## config.mk

```make
export PLATFORM = sky130hd
export DESIGN_NAME = bus_cmd_gen
export DESIGN_NICKNAME = d
export VERILOG_FILES = /design/src/rtl/bus_cmd_pkg.sv /design/src/rtl/bcg_status_decode.sv /design/src/rtl/bcg_cycle_fsm.sv /design/src/rtl/bcg_cmd_gate.sv /design/src/rtl/bus_cmd_gen.sv
export SDC_FILE = /design/constraint.sdc
export NUM_CORES = 1
export LEC_CHECK = 0
export ABC_CLOCK_PERIOD_IN_PS = 1100
export BUFFER_PORTS_ARGS = -buffer_cell sky130_fd_sc_hd__buf_4
export CAP_MARGIN = 0
export CORE_MARGIN = 1
export CORE_UTILIZATION = 44
export DETAILED_ROUTE_END_ITERATION = 12
export GPL_ROUTABILITY_DRIVEN = 0
export PLACE_DENSITY = 0.81
export SLEW_MARGIN = 40
export SYNTH_ARGS = -nofsm -noshare
export SYNTH_HDL_FRONTEND = slang
export SYNTH_HIERARCHICAL = 1
export SYNTH_SLANG_ARGS = --single-unit
export TNS_END_PERCENT = 5
```

## constraint.sdc

```tcl
create_clock -name clk_i -period 1.1 [get_ports clk_i]
set_input_delay 0.165 -clock clk_i [delete_from_list [all_inputs] [get_ports clk_i]]
set_output_delay 0.165 -clock clk_i [all_outputs]
set_load 0.1 [all_outputs]
```

## src/rtl/bus_cmd_pkg.sv

```systemverilog
package bus_cmd_pkg;
  typedef enum logic [2:0] {
    ST_INTA    = 3'b000,
    ST_IORD    = 3'b001,
    ST_IOWR    = 3'b010,
    ST_HALT    = 3'b011,
    ST_FETCH   = 3'b100,
    ST_MRD     = 3'b101,
    ST_MWR     = 3'b110,
    ST_PASSIVE = 3'b111
  } status_e;

  typedef enum logic [1:0] {
    PH_IDLE = 2'd0,
    PH_ADDR = 2'd1,
    PH_CMD  = 2'd2
  } phase_e;

  typedef struct packed {
    logic mem_rd;
    logic mem_wr;
    logic io_rd;
    logic io_wr;
    logic inta;
  } cmd_t;
endpackage

```

## src/rtl/bcg_status_decode.sv

```systemverilog
module bcg_status_decode
  import bus_cmd_pkg::*;
(
  input  status_e code_i,
  output cmd_t    req_o,
  output logic    is_write_o,
  output logic    is_halt_o
);
  always_comb begin
    req_o = '0;
    unique case (code_i)
      ST_INTA:           req_o.inta   = 1'b1;
      ST_IORD:           req_o.io_rd  = 1'b1;
      ST_IOWR:           req_o.io_wr  = 1'b1;
      ST_FETCH, ST_MRD:  req_o.mem_rd = 1'b1;
      ST_MWR:            req_o.mem_wr = 1'b1;
      default:           req_o = '0;
    endcase
  end

  assign is_write_o = (code_i == ST_IOWR) || (code_i == ST_MWR);
  assign is_halt_o  = (code_i == ST_HALT);
endmodule

```

## src/rtl/bcg_cycle_fsm.sv

```systemverilog
module bcg_cycle_fsm
  import bus_cmd_pkg::*;
#(
  parameter int WR_DELAY = 1
) (
  input  logic    clk_i,
  input  logic    rst_ni,
  input  status_e status_i,
  output phase_e  phase_o,
  output status_e code_o,
  output logic    wr_late_o
);
  localparam int CW = $clog2(WR_DELAY + 2);

  phase_e        phase_q;
  status_e       code_q;
  logic [CW-1:0] wcnt_q;

  always_ff @(posedge clk_i or negedge rst_ni) begin
    if (!rst_ni) begin
      phase_q <= PH_IDLE;
      code_q  <= ST_PASSIVE;
      wcnt_q  <= '0;
    end else begin
      unique case (phase_q)
        PH_IDLE: begin
          wcnt_q <= '0;
          if (status_i != ST_PASSIVE) begin
            phase_q <= PH_ADDR;
            code_q  <= status_i;
          end
        end
        PH_ADDR: begin
          wcnt_q  <= '0;
          phase_q <= (status_i == ST_PASSIVE) ? PH_IDLE : PH_CMD;
        end
        PH_CMD: begin
          if (status_i == ST_PASSIVE) begin
            phase_q <= PH_IDLE;
            wcnt_q  <= '0;
          end else if (wcnt_q != CW'(WR_DELAY)) begin
            wcnt_q <= wcnt_q + 1'b1;
          end
        end
        default: phase_q <= PH_IDLE;
      endcase
    end
  end

  assign phase_o   = phase_q;
  assign code_o    = code_q;
  assign wr_late_o = (phase_q == PH_CMD) && (wcnt_q == CW'(WR_DELAY));

  // address phase lasts a single clock
  a_r3_ale_single: assert property (@(posedge clk_i) disable iff (!rst_ni)
    phase_q == PH_ADDR |=> phase_q != PH_ADDR);
  // passive status closes any cycle
  a_r4_passive_ends: assert property (@(posedge clk_i) disable iff (!rst_ni)
    (phase_q == PH_CMD && status_i == ST_PASSIVE) |=> phase_q == PH_IDLE);
endmodule

```

## src/rtl/bcg_cmd_gate.sv

```systemverilog
module bcg_cmd_gate
  import bus_cmd_pkg::*;
#(
  parameter int AEN_SETTLE = 1
) (
  input  logic   clk_i,
  input  logic   rst_ni,
  input  logic   addr_en_i,
  input  logic   cmd_en_i,
  input  logic   io_bus_i,
  input  phase_e phase_i,
  input  cmd_t   req_i,
  input  logic   is_write_i,
  input  logic   is_halt_i,
  input  logic   wr_late_i,
  output logic   ale_o,
  output logic   den_o,
  output logic   dt_tx_o,
  output cmd_t   cmd_o,
  output logic   adv_mem_wr_o,
  output logic   adv_io_wr_o
);
  localparam int AW = $clog2(AEN_SETTLE + 2);

  logic [AW-1:0] aen_cnt_q;
  logic          aen_ok;
  logic          gate_mem, gate_io, in_cmd;

  always_ff @(posedge clk_i or negedge rst_ni) begin
    if (!rst_ni)                           aen_cnt_q <= '0;
    else if (!addr_en_i)                   aen_cnt_q <= '0;
    else if (aen_cnt_q != AW'(AEN_SETTLE)) aen_cnt_q <= aen_cnt_q + 1'b1;
  end

  assign aen_ok   = addr_en_i && (aen_cnt_q == AW'(AEN_SETTLE));
  assign gate_mem = cmd_en_i && aen_ok && !io_bus_i;
  assign gate_io  = cmd_en_i && (aen_ok || io_bus_i);
  assign in_cmd   = (phase_i == PH_CMD);

  always_comb begin
    cmd_o.mem_rd = in_cmd && req_i.mem_rd && gate_mem;
    cmd_o.mem_wr = wr_late_i && req_i.mem_wr && gate_mem;
    cmd_o.io_rd  = in_cmd && req_i.io_rd && gate_io;
    cmd_o.io_wr  = wr_late_i && req_i.io_wr && gate_io;
    cmd_o.inta   = in_cmd && req_i.inta && gate_io;
  end

  assign adv_mem_wr_o = in_cmd && req_i.mem_wr && gate_mem;
  assign adv_io_wr_o  = in_cmd && req_i.io_wr && gate_io;
  assign ale_o        = (phase_i == PH_ADDR);
  assign den_o        = in_cmd && !is_halt_i && cmd_en_i;
  assign dt_tx_o      = (phase_i != PH_IDLE) && is_write_i;

  // no command while ownership is withheld, outside I/O-bus mode
  a_r9_aen_blocks: assert property (@(posedge clk_i) disable iff (!rst_ni)
    (!addr_en_i && !io_bus_i) |-> (cmd_o == '0 && !adv_mem_wr_o && !adv_io_wr_o));
  // memory side silent on an I/O-only bus
  a_r10_iob_no_mem: assert property (@(posedge clk_i) disable iff (!rst_ni)
    io_bus_i |-> (!cmd_o.mem_rd && !cmd_o.mem_wr && !adv_mem_wr_o));
endmodule

```

## src/rtl/bus_cmd_gen.sv

```systemverilog
module bus_cmd_gen
  import bus_cmd_pkg::*;
#(
  parameter int WR_DELAY   = 1,
  parameter int AEN_SETTLE = 1
) (
  input  logic       clk_i,
  input  logic       rst_ni,
  input  logic [2:0] status_i,
  input  logic       addr_en_i,
  input  logic       cmd_en_i,
  input  logic       io_bus_i,
  output logic       ale_o,
  output logic       den_o,
  output logic       dt_tx_o,
  output logic       mem_rd_o,
  output logic       mem_wr_o,
  output logic       io_rd_o,
  output logic       io_wr_o,
  output logic       inta_o,
  output logic       adv_mem_wr_o,
  output logic       adv_io_wr_o
);
  phase_e  phase;
  status_e code;
  cmd_t    req, cmd;
  logic    is_write, is_halt, wr_late;

  bcg_cycle_fsm #(.WR_DELAY(WR_DELAY)) i_fsm (
    .clk_i     (clk_i),
    .rst_ni    (rst_ni),
    .status_i  (status_e'(status_i)),
    .phase_o   (phase),
    .code_o    (code),
    .wr_late_o (wr_late)
  );

  bcg_status_decode i_dec (
    .code_i     (code),
    .req_o      (req),
    .is_write_o (is_write),
    .is_halt_o  (is_halt)
  );

  bcg_cmd_gate #(.AEN_SETTLE(AEN_SETTLE)) i_gate (
    .clk_i        (clk_i),
    .rst_ni       (rst_ni),
    .addr_en_i    (addr_en_i),
    .cmd_en_i     (cmd_en_i),
    .io_bus_i     (io_bus_i),
    .phase_i      (phase),
    .req_i        (req),
    .is_write_i   (is_write),
    .is_halt_i    (is_halt),
    .wr_late_i    (wr_late),
    .ale_o        (ale_o),
    .den_o        (den_o),
    .dt_tx_o      (dt_tx_o),
    .cmd_o        (cmd),
    .adv_mem_wr_o (adv_mem_wr_o),
    .adv_io_wr_o  (adv_io_wr_o)
  );

  assign mem_rd_o = cmd.mem_rd;
  assign mem_wr_o = cmd.mem_wr;
  assign io_rd_o  = cmd.io_rd;
  assign io_wr_o  = cmd.io_wr;
  assign inta_o   = cmd.inta;

  // at most one command strobe
  a_r2_one_cmd: assert property (@(posedge clk_i) disable iff (!rst_ni)
    $onehot0({mem_rd_o, mem_wr_o, io_rd_o, io_wr_o, inta_o}));
  // a normal write is always covered by its advanced write
  a_r5_wr_inside_adv: assert property (@(posedge clk_i) disable iff (!rst_ni)
    (mem_wr_o |-> adv_mem_wr_o) and (io_wr_o |-> adv_io_wr_o));
  // no command while the address is being latched
  a_r3_ale_no_cmd: assert property (@(posedge clk_i) disable iff (!rst_ni)
    ale_o |-> !(mem_rd_o || io_rd_o || inta_o || adv_mem_wr_o || adv_io_wr_o));
  // command enable removes strobes and data enable
  a_r8_cen_blocks: assert property (@(posedge clk_i) disable iff (!rst_ni)
    !cmd_en_i |-> !(den_o || mem_rd_o || mem_wr_o || io_rd_o || io_wr_o ||
                    inta_o || adv_mem_wr_o || adv_io_wr_o));
endmodule

```

==> results of run 1 <==
[cell families after synthesis]
family | share of synthesized area
and+or+nand+nor | 0.380
buffers and inverters | 0.0491
xor gates and xnor gates | 0.0286
adders and majority gates | 0.0409
DFF | 0.374
AOI/OAI and AO/OA | 0.127
[stage by stage]
step | hold slack, ns | util
after floorplan | -0.131 | -
after global placement | -0.00844 | 0.688
after detailed placement | -0.00956 | 0.688
after CTS | 0.123 | 0.851
after global routing | 0.132 | 0.871
final | 0.134 | 0.871
[flip-flops by register name, indices dropped and copies added, names as in the netlist]
signal            count
i_gate/aen_cnt_q      2
i_fsm/phase_o         2
i_fsm/wcnt_q          2
i_fsm/code_o          3
[area by class of cell]
type / count / area, um2 / area share
sequential: 9 / 229 / 0.202
tap: 15 / 18.8 / 0.0166
timing repair buffer: 33 / 387 / 0.341
clock inverter: 1 / 5.00 / 0.00442
clock buffer: 3 / 22.5 / 0.0199
inverter: 2 / 7.51 / 0.00662
multi-input combinational: 46 / 464 / 0.409
[routing by layer]
metal  up-vias  track usage  wire [um]
li1        283            -          -
met1       313        0.263        805
met2        41        0.483       1210
met3        11       0.0170        128
met4         0        0.129        104
met5         -            0          0
[worst min path at each step]
stage | startpoint | to | slack, ns | cells after the start
6_report | status_i[2] | i_fsm/code_o[2]$_DFFE_PN1P_ | 0.13 | 2
5_1_grt | status_i[2] | i_fsm/code_o[2]$_DFFE_PN1P_ | 0.13 | 2
2_1_floorplan | rst_ni | i_fsm/phase_o[0]$_DFFE_PN0P_ | -0.13 | 0
3_5_place_dp | rst_ni | i_gate/aen_cnt_q[1]$_DFFE_PN0N_ | -0.01 | 1
3_3_place_gp | rst_ni | i_gate/aen_cnt_q[1]$_DFFE_PN0N_ | -0.008 | 1
4_1_cts | status_i[1] | i_fsm/code_o[1]$_DFFE_PN1P_ | 0.12 | 2
[where the power goes]
group	leakage, nW	total (mW)	internal [mW]	switching, mW
logic	0.370	2.20	1.02	1.17
registers	0.109	0.729	0.527	0.202
clock network	0.0177	0.256	0.134	0.122
[placed cells by master, fill, tap and decap left out, drive strengths merged]
cell / count
dfrtp: 6
and2: 2
a21boi: 1
buf: 32
nand3b: 1
and3b: 3
xnor2: 1
xor2: 1
o21ai: 2
dfstp: 3
nor3b: 7
nor2: 4
nand2: 3
o21a: 1
a21oi: 3
or2: 1
ha: 2
dlygate4sd3: 1
nand3: 3
clkinv: 1
inv: 2
nor2b: 3
nor3: 3
clkbuf: 3
nand4b: 2
o32a: 3
[critical path: cells and delay by family (launching register included)]
kind / cells / cell delay (ns)
buf+inv: 1 / 0.20
flops: 1 / 0.58
simple gates: 3 / 0.61
[repair_timing]
item	4_1_cts	5_1_grt
resized for setup	38	5
pin swaps	9	7
setup endpoints to repair	16	17
hold endpoints to repair	9	0
hold buffers	1	0
buffers inserted	1	1
==> results.md, run 1 <==
- The number of antenna violations at the first check in global routing is 0.
- The launching point of the worst reg2reg path is i_fsm/wcnt_q[1]$_DFFE_PN0P_.
- CTS built an H-tree with a depth of 1.
- A synthesized cell averages 10.4 um2.
- Of the post-synthesis cell area, the dominant cell type holds 0.245.
- The tool flagged a number of max-cap violations equal to 0.
- The first global-routing pass estimated 2.49 mm of wire.
- The most common flop cell mapped by yosys is dfrtp_1.
- The power density normalized to cell area is 2810 mW/mm2.
- The overall global routing resource usage is 0.249.
- The measured slew at the worst slew-check pin is 0.328 ns.
- The count of flip-flops with a built-in enable after synthesis is 0.
- In the final layout, the share of cells above drive strength 1 is 0.681.
- The clock passes through at most 2 buffers.
- The largest total area in the synthesized netlist belongs to dfrtp_1.
- The layout-stage area growth over the synthesis result is 85.3%.
- The standard cell area after detailed placement is 896 um2.
- In this run, the number of DRC markers left after iteration 0 of detailed routing was 12.
- For this block, the routed nets add up to 2.24 mm of wire.
- Across the VDD grid, the largest voltage drop is 1880 uV.
- The path class of the tightest hold or removal check is input port to flop.
- The most common cell in the synthesized netlist is dfrtp_1.
- Buffers inserted during clock tree synthesis total 3.
- The largest single stage delay on the critical path is 0.58 ns.
- The final number of max-transition violations came to 0.
- The number of global-route vias before repair is 603.
- Yosys attributes the largest share of cell area to dfrtp_1, dfstp_2, o32a_2.
- Data on the critical path is required at its endpoint by 0.94 ns.
- The largest individual stage delay along the critical path comes from the cell dfstp_2.
- The worst setup timing slack at the placement stage is -0.444 ns.
- The number of instances in the synthesized netlist is 59.
- The synthesis-stage register bit count is 9.
- The number of diodes is 0.
- The sequential cell area fraction in the yosys report is 0.374.
- The count of cells along the worst register-to-register path is 7.
- After detailed routing, the number of remaining DRC violations is 0.
- The most critical setup path has its endpoint at adv_mem_wr_o.
- The TritonCTS clock tree is yes.
- After routing the design area is 0.00113 mm2.
- The signal on the critical path passes through and3b_1, nand4b_1, nor2_2, buf_12.
- The clock tree skew after final layout is 0.00463 ns.
- In this run the remaining antenna-violating nets after routing total 0.
- In this run the standard cell core region covers 0.00130 mm2.
- The floorplan step defined a die boundary enclosing 0.00154 mm2.
- Static timing analysis puts the maximum clock frequency at 0.550 GHz.
- The completed layout was analyzed and its total power is 3.18 mW.
- The post-detailed-route wirelength per cell is 20.6 um.
- The kind of capture point of the worst setup path is a primary output.
- The final-layout fill cell count is 59.
- The via density per instance is 5.94.
- Global routing finished with a remaining overflow of 0.
- After layout, the minimum clock period comes to 1.82 ns.
- The run finished, with violations left.
- The post-synthesis async set-or-reset flop share is 1.00.
- The final instance count without filler cells is 109.
- The top fanout value on the critical path is 5.
- Detailed placement finished with a half-perimeter wire length of 1.01 mm.
- The net count of the finished layout is 105.
- The endpoint identified for the worst register-to-register timing path is i_fsm/wcnt_q[0]$_DFFE_PN0P_.
- The number of detailed-routing iterations run before antenna repair is 4.
- At the later pin of the worst-skew pair, clock insertion delay measures 0.27 ns.
- The number of hold-slack violations in the final timing report was 0.
- The number of failing setup endpoints in the final timing report is 14.
- For this design the static power due to leakage is 0.496 nW.
- The total number of clock tree sinks is 9.
- The most critical setup path has its startpoint at i_fsm/code_o[1]$_DFFE_PN1P_.
- In this run the tightest slew margin relative to its limit is 0.781.
- After floorplanning, the core was divided into 13 placement rows.
- The data arrival time of the worst path is 1.65 ns.
- The effective utilization at floorplan is 0.470.
- The number of nets handed over by synthesis was 69.
- The checks that failed: setup timing.
- The minimum setup slack among reg-to-reg paths is -0.25 ns.
- 18 I/O pins were placed.
- After clock tree synthesis, the clock-pin slew on the worst setup and hold paths is 0.06 ns.
- The mapped netlist covers 612 um2.
- Clock tree synthesis selected as its root buffer the cell clkbuf_4.
- The number of vias after detailed routing is 648.
- Yosys printed 6 warnings.
- In the finished design, the share of the clock period the worst path needs comes to 1.65.
- The number of input and output port buffers inserted is 17.
- The number of library cell types mapped by synthesis is 27.
- The element type at the critical path start is a flop.
- Measured along the x axis, the die boundary spans 39.3 um.
- Counting tap cells, the placed design contains a total of 102 instances.
- After synthesis, the most frequently instantiated cells are dfrtp_1, nor2_1, nor3b_1.
- The worst setup path is of the flop to primary output kind.
- The final-layout setup total negative slack is -6.53 ns.
- The overall die height is 39.3 um.
- Entering global routing, the biggest net connects 12 pins.
- The smallest setup slack after layout is -0.719 ns.
- Setup repair after global routing could not meet its margin everywhere.
Note: power is estimated with default switching activity, not from simulation.
==> inputs of run 2 (changes only) <==
--- a/config.mk
+++ b/config.mk
@@ -5,7 +5,6 @@
 export SDC_FILE = /design/constraint.sdc
 export NUM_CORES = 1
 export LEC_CHECK = 0
-export ABC_CLOCK_PERIOD_IN_PS = 1100
 export BUFFER_PORTS_ARGS = -buffer_cell sky130_fd_sc_hd__buf_4
 export CAP_MARGIN = 0
 export CORE_MARGIN = 1
@@ -18,4 +17,3 @@
 export SYNTH_HDL_FRONTEND = slang
 export SYNTH_HIERARCHICAL = 1
 export SYNTH_SLANG_ARGS = --single-unit
-export TNS_END_PERCENT = 5
==> run 2 against run 1 <==
  * The run now fails in 5_1_grt
  * Area after synthesis is the same
  * Synthesized cell count is the same
==> results.md, run 2 <==
- The flow did not finish.
- The run ended at 5_1_grt.
- The tool reported: "[ERROR DPL-0038] Utilization greater than 100%, impossible to legalize".
- The warning count from the yosys run is 6 (unchanged).
- When the last timing repair stopped, the worst path ended at mem_wr_o.
- The effective utilization at floorplan is 0.470 (unchanged).
- The area share of the largest cell type after synthesis was 0.245 (unchanged).
- The row count is 13 (unchanged).
- The number of buffers on the longest clock path came to 2 (unchanged).
- The number of library cell types mapped by synthesis is 27 (unchanged).
- The HPWL after detailed placement is 1.10 mm (+9.2%).
- The overall die height is 39.3 um (unchanged).
- The overall die width is 39.3 um (unchanged).
- By instance count, the leading cell after synthesis is dfrtp_1.
- In the synthesized netlist the dominant register cell turns out to be dfrtp_1.
- The boundary pin count is 18 (unchanged).
- The post-synthesis async set-or-reset flop share was 1.00 (unchanged).
- The maximum number of pins on one net before global-route repair is 10.
- The H-tree level count was 1 (unchanged).
- The number of input and output port buffers inserted is 17 (unchanged).
- The sequential cell area fraction in the yosys report was 0.374 (unchanged).
- The mean cell area of the mapped netlist is 10.4 um2 (unchanged).
- The worst setup timing slack at the placement stage is -0.386 ns (+0.0581 ns).
- The net count of the mapped netlist is 69 (unchanged).
- Of all cell types, the one taking the most synthesized area is dfrtp_1.
- The number of instances in the synthesized netlist is 59 (unchanged).
- The standard cell area after detailed placement is 967 um2 (+8.0%).
- The category of the worst endpoint is an output port.
- Yosys attributes the largest share of cell area to dfrtp_1, dfstp_2, o32a_2.
- The number of buffers inserted during clock tree synthesis was 3 (unchanged).
- The root buffer cell chosen for the clock tree is clkbuf_4.
- The cell area after synthesis is 612 um2 (unchanged).
- The count of flip-flops with a built-in enable after synthesis is 0 (unchanged).
- Ranked by instance count, the synthesized netlist is headed by dfrtp_1, nor2_1, nor3b_1.
- The number of cells after detailed placement came to 103 (+0.98%).
- The synthesis-stage register bit count is 9 (unchanged).
- The total number of clock tree sinks is 9 (unchanged).
-- run 2: cell counts after synthesis --
Identical to the previous run, type by type.
-- run 2: logic make-up after synthesis --
group,share of synthesized area
AOI/OAI and AO/OA,0.127
xor gates and xnor gates,0.0286
adders and majority gates,0.0409
buffers and inverters,0.0491
DFF,0.374
and+or+nand+nor,0.380
-- run 2: repair_timing --
item                                    4_1_cts
endpoints found under the hold margin         9
endpoints found under the setup margin       16
hold buffers                                  1
gates resized for setup                      42
pin swaps                                    14
buffers inserted                              8
-- run 2: metrics by stage --
stage          hold slack, ns  setup TNS (ns)  utilization
2_1_floorplan          -0.131           -5.02            -
3_3_place_gp         -0.00965           -2.81        0.743
3_5_place_dp         -0.00674           -3.07        0.743
4_1_cts                 0.146           -5.92        0.932
==> inputs of run 3 (changes only) <==
--- a/config.mk
+++ b/config.mk
@@ -7,11 +7,11 @@
 export LEC_CHECK = 0
 export BUFFER_PORTS_ARGS = -buffer_cell sky130_fd_sc_hd__buf_4
 export CAP_MARGIN = 0
-export CORE_MARGIN = 1
-export CORE_UTILIZATION = 44
+export CORE_AREA = 2 2 63 65
 export DETAILED_ROUTE_END_ITERATION = 12
+export DIE_AREA = 0 0 65 67
 export GPL_ROUTABILITY_DRIVEN = 0
-export PLACE_DENSITY = 0.81
+export PLACE_DENSITY_LB_ADDON = 0.15
 export SLEW_MARGIN = 40
 export SYNTH_ARGS = -nofsm -noshare
 export SYNTH_HDL_FRONTEND = slang
==> constraint.sdc (replaced) <==
create_clock -name clk_i -period 1.43 [get_ports clk_i]
set_input_delay 0.2145 -clock clk_i [delete_from_list [all_inputs] [get_ports clk_i]]
set_output_delay 0.2145 -clock clk_i [all_outputs]
set_load 0.1 [all_outputs]
==> run 3 against run 2 <==
  * The flow now finishes, with violations (setup timing)
==> results.md, run 3 (same netlist as run 1, synthesis figures left out) <==
- The power density normalized to cell area is 2010 mW/mm2.
- The overall die width came to 65 um (+65%).
- For the worst flop-to-flop path, the logic depth is 4.
- The total area of sequential cells is 230 um2.
- Entering global routing, the biggest net connects 11 pins.
- The most common library cell in the layout ignoring fill and taps is buf_4.
- In the final layout, the multi-input gates occupy 478 um2.
- The final routed wirelength across all metal layers is 1.48 mm.
- The clock transition time at the flip-flop clock pins of the worst setup and hold paths is 0.04 ns.
- The top routing layer in use is met3.
- The post-route DRC violation count is 0.
- The met2 layer wire length in the routed design is 769 um.
- The element type at the critical path start is a flop.
- TritonCTS built the clock tree.
- The HPWL after detailed placement is 1.22 mm (+11%).
- The region available for standard cell placement spans 0.00361 mm2.
- The maximum achievable frequency is 0.584 GHz.
- The total number of clock tree sinks was 9 (unchanged).
- Setup repair after global routing could not meet its margin everywhere.
- The most critical setup path has its startpoint at i_fsm/code_o[2]$_DFFE_PN1P_.
- The repair_antennas step left the layout with diodes totalling 0.
- The finished layout holds 140 standard cells, fillers aside.
- The number of cells after detailed placement is 132 (+28%).
- The number of antenna violations at the first check in global routing is 0.
- The final-layout fill cell count is 374.
- The boundary pin count is 18 (unchanged).
- The global-route wire length before repair is 2.66 mm.
- The number of input and output port buffers inserted came to 17 (unchanged).
- The run finished, with violations left.
- The overall global routing resource usage is 0.0790.
- After detailed routing, the wire length on met1 is 630 um.
- The minimum setup slack among reg-to-reg paths is 0.25 ns.
- The startpoint-to-endpoint class of the critical path is flop to primary output.
- The top fanout value on the critical path is 4.
- Setup violations remaining at the end of the flow were counted as 9.
- The detailed router finished its first iteration with 4 violations.
- The buffer cell driving the clock tree root is clkbuf_8.
- The effective utilization at floorplan came to 0.170 (-0.301).
- Detailed routing placed a total of 74 um of wire on met3.
- The worst-case vdd ir drop is 505 uV.
- The post-detailed-route wirelength per cell is 10.5 um.
- The number of hold-slack violations in the final timing report is 0.
- The clock arrives with 0.00130 ns of skew.
- The row count is 22 (+9).
- The number of buffers on the longest clock path is 2 (unchanged).
- After detailed routing, the number of vias per cell comes to 3.90.
- The max-capacitance violation count is 0.
- At the end of the flow, the number of nets in the layout was 103.
- The layout-stage area growth over the synthesis result is 94.9%.
- The later-pin clock latency in the skew report is 0.22 ns.
- The number of global-route vias before repair is 574.
- The number of buffers inserted during clock tree synthesis is 3 (unchanged).
- The H-tree level count came to 1 (unchanged).
- The sum of overflow across all layers after global routing is 0.
- Subtracting the final worst setup slack from the clock period gives 1.71 ns.
- The final-layout setup total negative slack is -2.06 ns.
- The startpoint of the worst hold path is status_i[1].
- At the pin with the least slew margin, the transition time is 0.326 ns.
- The analysis attributes to cell leakage a power of 0.495 nW.
- The worst setup timing slack at the placement stage is -0.116 ns (+0.270 ns).
- The number of vias after detailed routing is 546.
- In this run the critical register-to-register path is launched from i_gate/aen_cnt_q[0]$_DFFE_PN0N_.
- The critical path ends at adv_mem_wr_o.
- The checks that failed: setup timing.
- The final number of max-transition violations was 0.
- The data required time at the worst endpoint is 1.22 ns.
- The endpoint of the worst-slack reg-to-reg timing path is i_gate/aen_cnt_q[1]$_DFFE_PN0N_.
- The flip-flop count of the largest register after layout is 3.
- The fraction of final layout cells with drive strength greater than 1 is 0.685.
- The overall die height was 67 um (+71%).
- The final worst-path cycle share is 1.20.
- The number of routed nets with antenna violations is 0.
- The path type of the worst min-delay path is input port to flop.
- Data on the critical path arrives at its endpoint at 1.50 ns.
- In this run the tightest slew margin relative to its limit is 0.782.
- The pre-antenna-repair detailed-routing pass consisted of 2 iterations.
- The die covers 0.00436 mm2.
- The smallest setup slack after layout is -0.283 ns.
- STA classifies the critical path endpoint as a primary output.
- Leaving out fill and tap cells, the most frequent cells in the layout are buf_4, buf_12, nor3b_4.
-- run 3: layout make-up --
| class | instances | area share |
|---|---|---|
| Timing Repair Buffer | 31 | 0.312 |
| Sequential cell | 9 | 0.193 |
| Tap cell | 48 | 0.0504 |
| Clock buffer | 4 | 0.0378 |
| Multi-Input combinational cell | 46 | 0.401 |
| Inverter | 2 | 0.00630 |
-- run 3: worst max-delay path: stages, from the launching register on --
cell	delay, ns
dfstp_2	0.54
and3b_1	0.17
nand4b_1	0.18
nor2_2	0.19
buf_12	0.19
-- run 3: how the worst min path moves through the flow --
stage | cells after the start | end | slack (ns)
CTS | 2 | i_fsm/code_o[1]$_DFFE_PN1P_ | 0.22
finish | 2 | i_fsm/code_o[1]$_DFFE_PN1P_ | 0.23
global route | 2 | i_fsm/code_o[1]$_DFFE_PN1P_ | 0.23
floorplan | 0 | i_fsm/phase_o[0]$_DFFE_PN0P_ | -0.08
detailed placement | 1 | i_fsm/phase_o[1]$_DFFE_PN0P_ | 0.05
global placement | 1 | i_gate/aen_cnt_q[1]$_DFFE_PN0N_ | 0.05
-- run 3: per-layer routing --
metal / up-vias / GRT usage
met5: - / 0
met4: 0 / 0.0319
met3: 0 / 0.0135
met2: 14 / 0.142
met1: 252 / 0.0929
li1: 280 / -
-- run 3: where the power goes --
part | switching, mW | internal (mW) | leakage, nW
clock network | 0.0872 | 0.193 | 0.0228
registers | 0.121 | 0.408 | 0.108
logic | 0.808 | 0.786 | 0.365
-- run 3: repair_timing --
action                                  4_1_cts  5_1_grt
pin swaps                                     6        3
endpoints found under the hold margin         6        0
resized for setup                            36        5
buffers inserted                              2        3
hold buffers                                  1        0
endpoints found under the setup margin       10       10
-- run 3: stage by stage --
step | util | instance area, um2 | hold slack (ns) | power [mW]
after global routing | 0.331 | 1190 | 0.228 | 2.58
after CTS | 0.322 | 1160 | 0.222 | 2.35
after global placement | 0.267 | 963 | 0.0480 | 1.85
after floorplan | - | 711 | -0.0811 | 1.52
final | 0.331 | 1190 | 0.228 | 2.40
after detailed placement | 0.267 | 963 | 0.0514 | 1.87
